File: config.mk
export PLATFORM = sky130hd
export DESIGN_NAME = t1_split_timer
export DESIGN_NICKNAME = d
export VERILOG_FILES = /design/src/rtl/t1s_pkg.sv /design/src/rtl/t1s_edge_unit.sv /design/src/rtl/t1s_gate_unit.sv /design/src/rtl/t1s_incr_unit.sv /design/src/rtl/t1_split_timer.sv
export SDC_FILE = /design/constraint.sdc
export NUM_CORES = 1
export LEC_CHECK = 0
export ABC_AREA = 0
export BUFFER_PORTS_ARGS = -buffer_cell sky130_fd_sc_hd__clkbuf_2
export CAP_MARGIN = 15
export CORE_MARGIN = 3
export CORE_UTILIZATION = 32
export CTS_BUF_LIST = sky130_fd_sc_hd__clkbuf_8 sky130_fd_sc_hd__clkbuf_16
export DETAILED_ROUTE_END_ITERATION = 12
export GPL_TIMING_DRIVEN = 0
export PLACE_DENSITY_LB_ADDON = 0.25
export RECOVER_POWER = 100
export SETUP_SLACK_MARGIN = 0.15
export SKIP_LAST_GASP = 1
export SLEW_MARGIN = 20
export SYNTH_ARGS = -nofsm -noshare
export SYNTH_HDL_FRONTEND = slang
export SYNTH_SLANG_ARGS = --single-unit
File: constraint.sdc
create_clock -name clk -period 3.12 [get_ports clk]
set_input_delay 0.312 -clock clk [delete_from_list [all_inputs] [get_ports clk]]
set_output_delay 0.312 -clock clk [all_outputs]
set_load 0.005 [all_outputs]
File: src/rtl/t1s_pkg.sv
package t1s_pkg;
    parameter int unsigned BYTE_W  = 8;
    parameter int unsigned PRESC_W = 5;
    parameter logic [1:0]  T0_SPLIT = 2'd3;

    typedef enum logic [1:0] {
        MODE_13B    = 2'd0,
        MODE_16B    = 2'd1,
        MODE_RELOAD = 2'd2,
        MODE_HOLD   = 2'd3
    } tmode_e;

    typedef struct packed {
        logic [BYTE_W-1:0] th;
        logic [BYTE_W-1:0] tl;
        logic              flag;
        logic              baud;
    } tstate_t;
endpackage

File: src/rtl/t1s_edge_unit.sv
module t1s_edge_unit #(
    parameter int unsigned SYNC_STAGES = 2
) (
    input  logic clk,
    input  logic rst_n,
    input  logic pin_i,
    input  logic consume_i,
    output logic evt_o
);
    typedef struct packed {
        logic [SYNC_STAGES-1:0] sync;
        logic                   prev;
        logic                   pend;
    } est_t;

    est_t est_d, est_q;
    logic rise;

    always_comb begin
        rise         = est_q.sync[SYNC_STAGES-1] & ~est_q.prev;
        evt_o        = est_q.pend | rise;
        est_d        = est_q;
        est_d.sync   = {est_q.sync[SYNC_STAGES-2:0], pin_i};
        est_d.prev   = est_q.sync[SYNC_STAGES-1];
        // a strobe takes whatever is pending; extra edges before it merge
        est_d.pend   = consume_i ? 1'b0 : (est_q.pend | rise);
    end

    always_ff @(posedge clk or negedge rst_n) begin
        if (!rst_n) est_q <= '0;
        else        est_q <= est_d;
    end
endmodule

File: src/rtl/t1s_gate_unit.sv
module t1s_gate_unit
    import t1s_pkg::*;
(
    input  logic [1:0] t0_mode,
    input  tmode_e     mode,
    input  logic       run,
    input  logic       gate,
    input  logic       gate_in,
    input  logic       cnt_sel,
    input  logic       mc_tick,
    input  logic       pin_evt,
    output logic       inc_o,
    output logic       split_o
);
    always_comb begin
        split_o = (t0_mode == T0_SPLIT);
        if (mode == MODE_HOLD) begin
            inc_o = 1'b0;
        end else if (split_o) begin
            // controls are on loan to the first timer: plain cycle count
            inc_o = mc_tick;
        end else begin
            inc_o = mc_tick & run & ~(gate & ~gate_in) & (cnt_sel ? pin_evt : 1'b1);
        end
    end
endmodule

File: src/rtl/t1s_incr_unit.sv
module t1s_incr_unit
    import t1s_pkg::*;
(
    input  tmode_e            mode,
    input  logic              inc,
    input  logic [BYTE_W-1:0] th_i,
    input  logic [BYTE_W-1:0] tl_i,
    output logic [BYTE_W-1:0] th_o,
    output logic [BYTE_W-1:0] tl_o,
    output logic              ovf_o
);
    localparam int unsigned W13 = BYTE_W + PRESC_W;
    localparam int unsigned W16 = 2 * BYTE_W;

    logic [W13:0]    s13;
    logic [W16:0]    s16;
    logic [BYTE_W:0] s8;

    always_comb begin
        s13   = {1'b0, th_i, tl_i[PRESC_W-1:0]} + (W13+1)'(1);
        s16   = {1'b0, th_i, tl_i} + (W16+1)'(1);
        s8    = {1'b0, tl_i} + (BYTE_W+1)'(1);
        th_o  = th_i;
        tl_o  = tl_i;
        ovf_o = 1'b0;
        if (inc) begin
            case (mode)
                MODE_13B: begin
                    th_o  = s13[W13-1:PRESC_W];
                    tl_o  = {tl_i[BYTE_W-1:PRESC_W], s13[PRESC_W-1:0]};
                    ovf_o = s13[W13];
                end
                MODE_16B: begin
                    th_o  = s16[W16-1:BYTE_W];
                    tl_o  = s16[BYTE_W-1:0];
                    ovf_o = s16[W16];
                end
                MODE_RELOAD: begin
                    tl_o  = s8[BYTE_W] ? th_i : s8[BYTE_W-1:0];
                    ovf_o = s8[BYTE_W];
                end
                default: begin
                    ovf_o = 1'b0;
                end
            endcase
        end
    end
endmodule

File: src/rtl/t1_split_timer.sv
module t1_split_timer
    import t1s_pkg::*;
#(
    parameter int unsigned SYNC_STAGES = 2
) (
    input  logic              clk,
    input  logic              rst_n,
    input  logic              mc_tick,
    input  logic              cnt_pin,
    input  logic              gate_in,
    input  logic [1:0]        t0_mode,
    input  logic [1:0]        t1_mode,
    input  logic              t1_gate,
    input  logic              t1_cnt_sel,
    input  logic              t1_run,
    input  logic              wr_th,
    input  logic              wr_tl,
    input  logic [BYTE_W-1:0] wr_data,
    input  logic              flag_clr,
    input  logic              irq_ack,
    output logic [BYTE_W-1:0] th_o,
    output logic [BYTE_W-1:0] tl_o,
    output logic              ovf_flag_o,
    output logic              baud_pulse_o
);
    tstate_t           st_d, st_q;
    tmode_e            mode;
    logic              pin_evt, inc, split, ovf;
    logic [BYTE_W-1:0] th_nx, tl_nx;

    assign mode = tmode_e'(t1_mode);

    t1s_edge_unit #(.SYNC_STAGES(SYNC_STAGES)) i_edge (
        .clk       (clk),
        .rst_n     (rst_n),
        .pin_i     (cnt_pin),
        .consume_i (mc_tick),
        .evt_o     (pin_evt)
    );

    t1s_gate_unit i_gate (
        .t0_mode (t0_mode),
        .mode    (mode),
        .run     (t1_run),
        .gate    (t1_gate),
        .gate_in (gate_in),
        .cnt_sel (t1_cnt_sel),
        .mc_tick (mc_tick),
        .pin_evt (pin_evt),
        .inc_o   (inc),
        .split_o (split)
    );

    t1s_incr_unit i_incr (
        .mode  (mode),
        .inc   (inc),
        .th_i  (st_q.th),
        .tl_i  (st_q.tl),
        .th_o  (th_nx),
        .tl_o  (tl_nx),
        .ovf_o (ovf)
    );

    always_comb begin
        st_d      = st_q;
        st_d.th   = wr_th ? wr_data : th_nx;
        st_d.tl   = wr_tl ? wr_data : tl_nx;
        st_d.baud = ovf;
        if (flag_clr || irq_ack) st_d.flag = 1'b0;
        if (ovf && !split)       st_d.flag = 1'b1;
    end

    always_ff @(posedge clk or negedge rst_n) begin
        if (!rst_n) st_q <= '0;
        else        st_q <= st_d;
    end

    assign th_o         = st_q.th;
    assign tl_o         = st_q.tl;
    assign ovf_flag_o   = st_q.flag;
    assign baud_pulse_o = st_q.baud;
endmodule

# == Word level (Yosys, flattened, before mapping) ==
# Cells that the tools add are included.
# classes
addsub,3
n_eq_ne,5
n_mux,15
bitwise,9
reduce_logical,13
# op_table
op,n
8-bit two-way mux,5
8-bit case mux with 3 select lines,1
"16-bit by 1-bit adder with 17-bit output, second input constant",1
8-bit case mux with 2 select lines,1
"13-bit by 1-bit adder with 14-bit output, second input constant",1
"8-bit by 1-bit adder with 9-bit output, second input constant",1
1-bit two-way mux,7
"2-bit equality test, second input constant",3
2-bit nonzero test,3
3-bit nonzero test,2
1-bit bitwise AND,5
2-bit AND reduction,2
4-bit nonzero test,1
1-bit inverter,3
1-bit case mux with 3 select lines,1
3-bit AND reduction,1
"2-bit by 1-bit equality test with 1-bit output, second input constant",1
2-bit logical NOT,1
"2-bit != test, second input constant",1
1-bit logical AND,1
1-bit logical NOT,1
1-bit logical OR,1
1-bit bitwise OR,1
# word_totals
reg_bits,22
in_bits,24
out_inout_bits,18
elab_cells,53

# == Logic depth before layout (Yosys ltp) ==
# depth
ltp_word,10
ltp_mapped,8
mapped_depth_nobuf,7

# == Cells and area by module ==
# Synthesis repeated with hierarchy kept, for this count alone.
# unflattened
cells_unflattened,166
hier_area_um2,1629.1
# modules_own_cells
module,n_inst,cells_per_inst,area_per_inst_um2,seq_area_each_um2
t1s_incr_unit,1,112,733.2,0.0
t1_split_timer,1,39,729.4,450.4
t1s_edge_unit,1,8,130.1,100.1
t1s_gate_unit,1,7,36.3,0.0

# == Worst setup path before layout ==
# Ideal clock, no wire load.
# synth_path
kind,register to register
from,"reg st_q, in the netlist tl_o[0]"
to,"reg st_q, in the netlist th_o[2]"
setup_time_ns,0.141
arrival_ns,1.903
t_required_ns,2.979
path_slack_ns,1.075
stages_incl_launch_ff,7
n_path_buf,0
period_less_slack_ns,2.045
path_cell_list,dfrtp_1 ha_1 nand4_1 or3_1 a211oi_4 a31o_1 a31oi_1
# synth_via
elab_chain_cells,4
word_cells_on_any_way,5
cone_classes,add/sub: 2; mux: 3
# synth_rtl
element,line,text
start: declaration,t1_split_timer.sv:26,"tstate_t st_d, st_q;"
start signal: assignment,t1_split_timer.sv:75,else st_q <= st_d;
16-bit by 1-bit adder with 17-bit output / 13-bit by 1-bit adder with 14-bit output (equally long branches),"t1s_incr_unit.sv:21, t1s_incr_unit.sv:20",
8-bit case mux with 2 select lines *,t1s_incr_unit.sv:27,case (mode)
8-bit two-way mux *,t1s_incr_unit.sv:26,if (inc) begin
8-bit two-way mux *,t1_split_timer.sv:66,st_d.th = wr_th ? wr_data : th_nx;
# Mark *: on every way between the ends. The rest lies on a longest branch, timed or not. The select of a mux whose other input is x is not followed.
# A chain may end at the register's enable or synchronous reset.

# == Worst setup path after layout ==
# Same ends and word-level chain as after synthesis.

==> impl_results.rst <==
.. list-table::
   :header-rows: 1

   * - Metric
     - Value
   * - Status
     - complete, no violations
   * - Bufs on Longest Clock Path
     - 2
   * - Antenna violations before repair
     - 0
   * - Type of the worst setup path
     - flop to flop
   * - Launch instance of the worst register-to-register path
     - tl_o[0]
   * - Sequential cell area
     - about 550 um^2
   * - Initial DRC Count
     - 78
   * - Fraction of registers with async set or reset after synthesis
     - 100%
   * - Library cell occupying the most area in the post-synthesis netlist
     - dfrtp_1
   * - Post-synth top area share
     - between 30% and 40%
   * - Max FO, Critical Path
     - 8
   * - VDD IR-drop max
     - ~0.15 mV
   * - Minimum setup slack among reg-to-reg paths
     - around 550 ps
   * - Via count of the routed design
     - between 1.5k and 2k
   * - Full die area
     - around 0.0057 mm^2
   * - Cell depth of the worst hold path
     - 1
   * - Fraction of final layout cells sized beyond drive strength 1
     - 17.4%
   * - Core Footprint
     - approximately 0.0045 mm^2
   * - Post-layout nets
     - 260
   * - # resized after CTS
     - 0
   * - Antenna Diode Count
     - 0
   * - Effective utilization at floorplan
     - 34.3%
   * - Count of different cell masters after synthesis
     - 45
   * - Detailed placer's ending HPWL
     - between 3000 and 4000 um
   * - Max frequency
     - between 0.3 and 0.4 GHz
   * - Most used DFF post-synth
     - dfrtp_1
   * - Worst Tran Pin Value
     - 1220 ps
   * - Ports
     - 42
   * - Pin count of the biggest net entering global routing
     - 23
   * - R2r endpoint
     - th_o[2]
   * - Fillcell total
     - 469
   * - Post-route setup TNS
     - 0 ps
   * - Final critical delay including setup and external delays
     - 2570 ps
   * - Fin. max-slew vios
     - 0
   * - Endpoint kind of the worst setup timing path
     - flop
   * - Cell at the root of the clock tree
     - clkbuf_8
   * - Data arrival time of the critical path
     - 2710 ps
   * - Port Buffer Count
     - a little over 40
   * - Number of register bits inferred by synthesis
     - 22
   * - Path depth of the worst reg2reg path
     - 6
   * - Final clock period utilization by the worst path
     - ~80%
   * - H-tree levels
     - 1
   * - Die span in y
     - 75.7 um
   * - DRC violation count after routing
     - 0
   * - Number of enable flip-flop cells after synthesis
     - 0
   * - Leakage power
     - 0.000786 uW
   * - Launch instance of the worst min-delay path
     - cnt_pin
   * - Syn_nets
     - between 200 and 250
   * - Vias in the first global route
     - between 1k and 1.5k
   * - Multi-input logic area
     - approximately 910 um^2
   * - Final wirelength
     - approximately 4300 um
   * - Worst min path class
     - input port to flop
   * - Synth top area cells
     - dfrtp_1 35%, nand2_1 5.1%, o31ai_1 4.3%
   * - Post-CTS Setup Inserts
     - 0
   * - Global placement routability congestion
     - roughly 0.84
   * - Placement Rows
     - 24
   * - Synthesized area per cell
     - 8.41 um^2
   * - Clock transition at the register clock pins on the worst setup and hold paths after CTS
     - roughly 80 ps
   * - Hold violation count in the final report
     - 0
   * - Maxcap violations
     - 0
   * - Post-synthesis cell area
     - approximately 0.0016 mm^2
   * - First-pass GRT wire length
     - 6890 um
   * - Width of the die
     - about 76 um
   * - Warning count from the yosys run
     - 0
   * - Worst-case clock skew
     - around 1.9 ps
   * - Number of buffers added to fix hold violations after cts
     - 0
   * - Clock sinks
     - 22
   * - Most frequent cells after synthesis
     - 22 x dfrtp_1, 21 x nand2_1, 17 x nor2_1
   * - Per-cell via count in the routed design
     - between 5 and 6
   * - Most frequent cell after synthesis
     - dfrtp_1
   * - Clk Latency, worst-skew pair
     - between 200 and 300 ps
   * - Worst-case headroom to the max-slew limit
     - 18.7%
   * - Setup repair after global routing missed its margin
     - false
   * - Detailed-router iteration count before antenna repair
     - 4
   * - Worst endpoint required time
     - roughly 3300 ps
   * - Gate count of the mapped netlist
     - ~190
   * - Remaining number of nets flagged by the antenna check after routing
     - 0
   * - Overall global routing resource usage
     - 15.7%
   * - Final count of negative-setup-slack endpoints
     - 0
   * - Worst Hold Slack
     - roughly 140 ps
   * - Proportion of synthesized chip area in sequential cells
     - between 30 and 40%
   * - Power, Total
     - around 830 uW
   * - Area added between synthesis and finish
     - 20.9%
   * - Clock tree from TritonCTS
     - built
   * - Routed wire length per instance
     - around 15 um
   * - Congestion Overflow GR
     - 0
   * - CTS Buf Count
     - 3
   * - Hold Path End
     - i_edge.est_d[3]
   * - Areal power density over the cells
     - 440 mW/mm^2
   * - Worst Setup Start Kind
     - flop
[worst max-delay path by stage]
stage          endpoint     from  slack [ps]
6_report        th_o[2]  tl_o[0]         550
5_1_grt         th_o[4]  tl_o[0]         350
4_1_cts         th_o[4]  tl_o[0]         670
3_5_place_dp    th_o[4]  tl_o[0]         710
3_3_place_gp    th_o[4]  tl_o[0]         700
2_1_floorplan   th_o[2]  tl_o[0]        1080
[placed cells by master (no fill, tap or decap), types with 2 or more instances in the layout]
cell      synthesis  routed
mux2_2            3       3
dfrtp_1          22      22
xor2_1            2       2
or4_1             4       4
clkbuf_1          7      19
nand3_1           5       5
and3_1            3       3
or3_1             3       3
nor2_1           17      17
nand4_1           6       6
inv_1            13      13
nand2_1          21      21
o21a_1            2       2
clkbuf_2          0      29
clkbuf_8          0       3
o211ai_1          2       2
a31o_1            3       3
nor3_1            7       7
a21oi_1           5       5
a31oi_1          10      10
nand2b_1          4       4
o21ai_0           8       8
ha_1              5       5
o31ai_1           9       9
[logic make-up (layout without fill, tap and decap cells)]
kind of cell	count (synthesis)	after routing	share of synthesized area, %
flops	22	22	35.4
simple gates	77	77	25.0
compound gates	54	54	26.3
buf+inv	20	65	4.82
fa+ha+maj	5	5	4.02
mux	4	4	2.81
xor+xnor	3	3	1.69
[power breakdown]
group          total (uW)  leakage, uW  switching [uW]  internal [uW]
registers             356     0.000263            44.2            311
clock network         276    0.0000357             104            172
logic                 196     0.000488             112           84.7
total                 827     0.000786             260            568
[layout make-up]
class	count	share of cell area (%)
buffer	7	1.40
clock buffer	3	2.19
clock inverter	1	1.60
inverter	13	2.59
multi-input combinational	143	48.5
sequential	22	29.3
tap	65	4.32
timing repair buffer	41	10.1
[metal layers]
metal | vias to the layer above | wire (um) | track usage [%]
li1 | 783 | - | -
met1 | 702 | 2190 | 22.3
met2 | 58 | 1840 | 24.6
met3 | 4 | 272 | 2.77
met4 | 0 | 38 | 4.08
met5 | - | 0 | 0
[state kept, by name (all words and copies together), names as in the netlist]
signal	count
i_edge.est_d	2
tl_o	8
i_edge.est_q	2
baud_pulse_o	1
th_o	8
ovf_flag_o	1
[through the flow]
stage	worst slack (ps)	instances	cell area [um^2]	util, %
floorplan	1080	185	1560	-
CTS	671	295	1910	42.2
global placement	701	291	1840	40.6
finish	554	295	1880	41.5
detailed placement	712	291	1840	40.6
global route	352	295	1880	41.5
[worst max-delay path, stage by stage (launching register included)]
cell	delay, ps
dfrtp_1	530
ha_1	290
nand4_1	280
or3_1	490
a211oi_2	530
a31o_1	230
a31oi_1	70
No activity file was read; power rests on OpenSTA's default activity.
